## src/rtl/irq_status_unit.sv

```systemverilog
module irq_status_unit #(
  parameter int DW = 32,
  parameter int NEV = 8
) (
  input  logic          clk,
  input  logic          rst_n,
  input  logic          reg_wr,
  input  logic [1:0]    reg_addr,
  input  logic [DW-1:0] reg_wdata,
  output logic [DW-1:0] reg_rdata,
  input  logic [NEV-1:0] evt,
  output logic          irq
);
  localparam int LOW_SRC = NEV - 1;
  localparam int OWN_BIT = 30;
  localparam int MASTER_BIT = 31;
  localparam logic [DW-1:0] STAT_MASK = (DW'(1) << OWN_BIT) | ((DW'(1) << LOW_SRC) - DW'(1));
  localparam logic [DW-1:0] EN_MASK = STAT_MASK | (DW'(1) << MASTER_BIT);

  logic [DW-1:0] stat_q, en_q, evt_bits, wr_stat, wr_set, wr_clr;

  always_comb begin
    evt_bits = '0;
    evt_bits[LOW_SRC-1:0] = evt[LOW_SRC-1:0];
    evt_bits[OWN_BIT] = evt[NEV-1];
  end

  assign wr_stat = (reg_wr && reg_addr == 2'd0) ? reg_wdata : '0;
  assign wr_set  = (reg_wr && reg_addr == 2'd1) ? reg_wdata : '0;
  assign wr_clr  = (reg_wr && reg_addr == 2'd2) ? reg_wdata : '0;

  always_ff @(posedge clk) begin
    if (!rst_n) begin
      stat_q <= '0;
      en_q   <= '0;
    end else begin
      stat_q <= ((stat_q & ~wr_stat) | evt_bits) & STAT_MASK;
      en_q   <= ((en_q | wr_set) & ~wr_clr) & EN_MASK;
    end
  end

  always_comb begin
    case (reg_addr)
      2'd0:    reg_rdata = stat_q;
      2'd1,
      2'd2:    reg_rdata = en_q;
      default: reg_rdata = '0;
    endcase
  end

  assign irq = en_q[MASTER_BIT] && |(stat_q & en_q & STAT_MASK);
endmodule

```

## config.mk

```make
export PLATFORM = sky130hd
export DESIGN_NAME = irq_status_unit
export DESIGN_NICKNAME = d
export VERILOG_FILES = /design/src/rtl/irq_status_unit.sv
export SDC_FILE = /design/constraint.sdc
export NUM_CORES = 1
export LEC_CHECK = 0
export BUFFER_PORTS_ARGS = -buffer_cell sky130_fd_sc_hd__buf_2
export CAP_MARGIN = 15
export CORE_AREA = 2 2 53 55
export DETAILED_ROUTE_END_ITERATION = 16
export DIE_AREA = 0 0 55 57
export GPL_ROUTABILITY_DRIVEN = 0
export PLACE_DENSITY = 0.86
export REMOVE_ABC_BUFFERS = 1
export SYNTH_ARGS = -nofsm -noshare
export SYNTH_HDL_FRONTEND = slang
export SYNTH_SLANG_ARGS = --single-unit
```

## constraint.sdc

```tcl
create_clock -name clk -period 1.5 [get_ports clk]
set_input_delay 0 -clock clk [delete_from_list [all_inputs] [get_ports clk]]
set_output_delay 0 -clock clk [all_outputs]
set_load 0.02 [all_outputs]
```

==> out/results.ini <==
[clock_tree]
htree_levels = 1
cts_root_buf = clkbuf_4
numCtsBuffers = 3
postCtsSetupBuffers = 0
insertion_delay_ns = 0.28
clockBufferDepth = 2
clkTransAtPathRegs_ns = 0.09
cts.sinks = 17
cts_tree = yes

[global_routing]
grtUsageTotal_pct = 16.1
grt_max_degree = 18
grt_first_pass_wirelength_um = 3840
antenna_found_initial = 0
overflow = 0
grt_pass1_vias = 918

[critical_path]
r2r-start = en_q[5]$_SDFF_PN0_
timing.rr.end = en_q[5]$_SDFF_PN0_
crit_required_ns = 1.50
slowest_delay_ns = 0.38
cp-end-kind = output pin
crit_fanout = 3
crit_path_start_kind = flip-flop
path_class = reg -> out
arrival_ns = 1.20
reg2reg_slack_ns = 0.80
path_cells = a22oi_1, a41oi_1, buf_2
slowest_stage = dfxtp_1
rr_worst_depth = 2

[layout]
layout.nets = 217
fillCellCount = 258
drive_gt1_share_pct = 26.3
final_cells = 198
syn2layout_area_growth_pct = 25.6
num_antenna_cells = 0

[synth]
syn_area_mm2 = 0.00104
ys_ff_latch = 17
synthesis.instances = 123
synth_area_leader_cell = dfxtp_1
synth_area_leaders = dfxtp_1 33%, buf_4 18%, a211oi_2 9.7%, a22oi_1 8.7%, a21oi_1 7.7%
ys_warn_count = 0
synth_top_area_share_pct = 32.8
avgSynthCellArea_um2 = 8.43
ys_seq_area_share_pct = 32.8
synth_cell_type_count = 18

[pwr]
peakVddDrop_uv = 419
swShare_pct = 31.6
power_frac_comb_pct = 25.1
pwr-share-clk_pct = 24.6
pwr-share-seq_pct = 50.4
p_int_uw = 671
switchingPower_uw = 310
p_leak_uw = 0.000584
total_power_uw = 981
power_density_mw_per_mm2 = 753

[timing]
drv_slew = 0
setup_tns_ns = 0
finClkSkew_ns = 0
setup_violations = 0
hold_viol_final = 0
rsz0062_at_grt = false
min_period_ns = 1.20
post-route-period-util_pct = 80.1
fmax_mhz = 833

[floorplan]
core_area_mm2 = 0.00262
pin_count = 78
fp.dieH_um = 57
die_area_mm2 = 0.00314
initial_core_util_pct = 39.7
die_w_um = 55
std_cell_rows = 19

[place]
hpwlAfterDp_um = 1580
placed_cells = 177
io_buffer_count = 31

[route]
vias_per_cell = 4.88
drc = 0
routed_wl_um = 2340
dr.first_iter.drc_count = 34
wl_per_cell_um = 11.8
num_vias = 967
first_pass_iters = 4
ant_nets = 0

[worst_hold_path]
holdPathStages = 3
whs_endpoint = stat_q[2]$_SDFF_PN0_
hold_path.startpoint = rst_n
worstHoldPathType = in -> reg

[outcome]
outcome = completed

[run]
maxCapViolCount = 0

[repair_timing]
item | in CTS | in global routing
gates resized for setup | 0 | 0
hold buffers | 17 | 0
endpoints found under the hold margin | 17 | 0
[Yosys cell counts (all sizes together)]
| master | n |
|---|---|
| nand3 | 8 |
| a31oi | 1 |
| a311oi | 1 |
| clkbuf | 1 |
| nor2 | 16 |
| and2 | 3 |
| a41oi | 1 |
| a211oi | 8 |
| dfxtp | 17 |
| buf | 30 |
| a21oi | 16 |
| conb | 1 |
| a22oi | 12 |
| inv | 4 |
| ha | 4 |
[kinds of logic (layout without fill, tap and decap cells)]
family / count (synthesis) / count (layout) / synth area share [%]
compound gates: 39 / 39 / 28.3
buf+inv: 35 / 57 / 22.2
simple gates: 27 / 27 / 11.5
flops: 17 / 17 / 32.8
fa+ha+maj: 4 / 4 / 4.83
other cells: 1 / 23 / 0.362
[routing by layer]
metal | global-route usage, % | wire length, µm | vias to the layer above
met5 | 0 | 0 | -
met4 | 6.27 | 21 | 0
met3 | 1.57 | 122 | 2
met2 | 27.0 | 1240 | 35
met1 | 20.9 | 957 | 455
li1 | - | - | 475
[worst max-delay path: cells and delay by family (launching register included)]
family | cells | cell delay, ns
compound gates | 2 | 0.34
flops | 1 | 0.38
buf+inv | 1 | 0.20
[flip-flops by register name (all words and copies together) (netlist names)]
| name | cells |
|---|---|
| stat_q | 8 |
| en_q | 9 |
[worst max-delay path by stage]
stage                                    start              endpoint  slack, ns  cells after the start
after CTS                 stat_q[1]$_SDFF_PN0_                   irq       0.30                      3
after detailed placement           reg_addr[1]    en_q[5]$_SDFF_PN0_       0.43                      6
after floorplan                    reg_addr[0]  stat_q[0]$_SDFF_PN0_       0.64                      5
after global routing      stat_q[2]$_SDFF_PN0_                   irq       0.24                      3
final                     stat_q[1]$_SDFF_PN0_                   irq       0.30                      3
after global placement             reg_addr[0]          reg_rdata[1]       0.45                      6
[power groups by stage]
stage	Sequential, µW	Clock, µW	Combinational [µW]
6_report	494	241	246
5_1_grt	497	275	271
4_1_cts	493	252	244
3_5_place_dp	504	0	210
3_3_place_gp	503	0	206
2_1_floorplan	499	0	141
[placed cells by master, fill, tap and decap left out]
cell and instances:
buf_2 31, conb_1 23, dfxtp_1 17, dlygate4sd3_1 17
nor2_1 16, a21oi_1 16, a22oi_1 12, nand3_1 8
a211oi_2 8, ha_1 4, inv_1 3, and2_1 3
clkbuf_4 3, a41oi_1 1, inv_2 1, a31oi_1 1
a311oi_1 1, clkbuf_1 1, buf_4 1
[cell type report]
| class | count | area (µm²) | area share, % |
|---|---|---|---|
| multi-input combinational | 93 | 549 | 42.2 |
| sequential | 17 | 340 | 26.1 |
| timing repair buffer | 49 | 333 | 25.6 |
| tap | 31 | 38.8 | 2.98 |
| clock buffer | 4 | 26.3 | 2.02 |
| inverter | 4 | 15.0 | 1.15 |
[metrics by stage]
stage / util, % / setup WS (ns) / hold WS, ns / instance area (µm²)
3_5_place_dp: 42.3 / 0.428 / 0.212 / 1110
2_1_floorplan: - / 0.638 / 0.0931 / 905
5_1_grt: 49.8 / 0.241 / 0.0921 / 1300
4_1_cts: 49.8 / 0.298 / 0.0773 / 1300
3_3_place_gp: 42.3 / 0.453 / 0.204 / 1110
6_report: 49.8 / 0.299 / 0.0918 / 1300
Power figures use the tool's default switching activity.
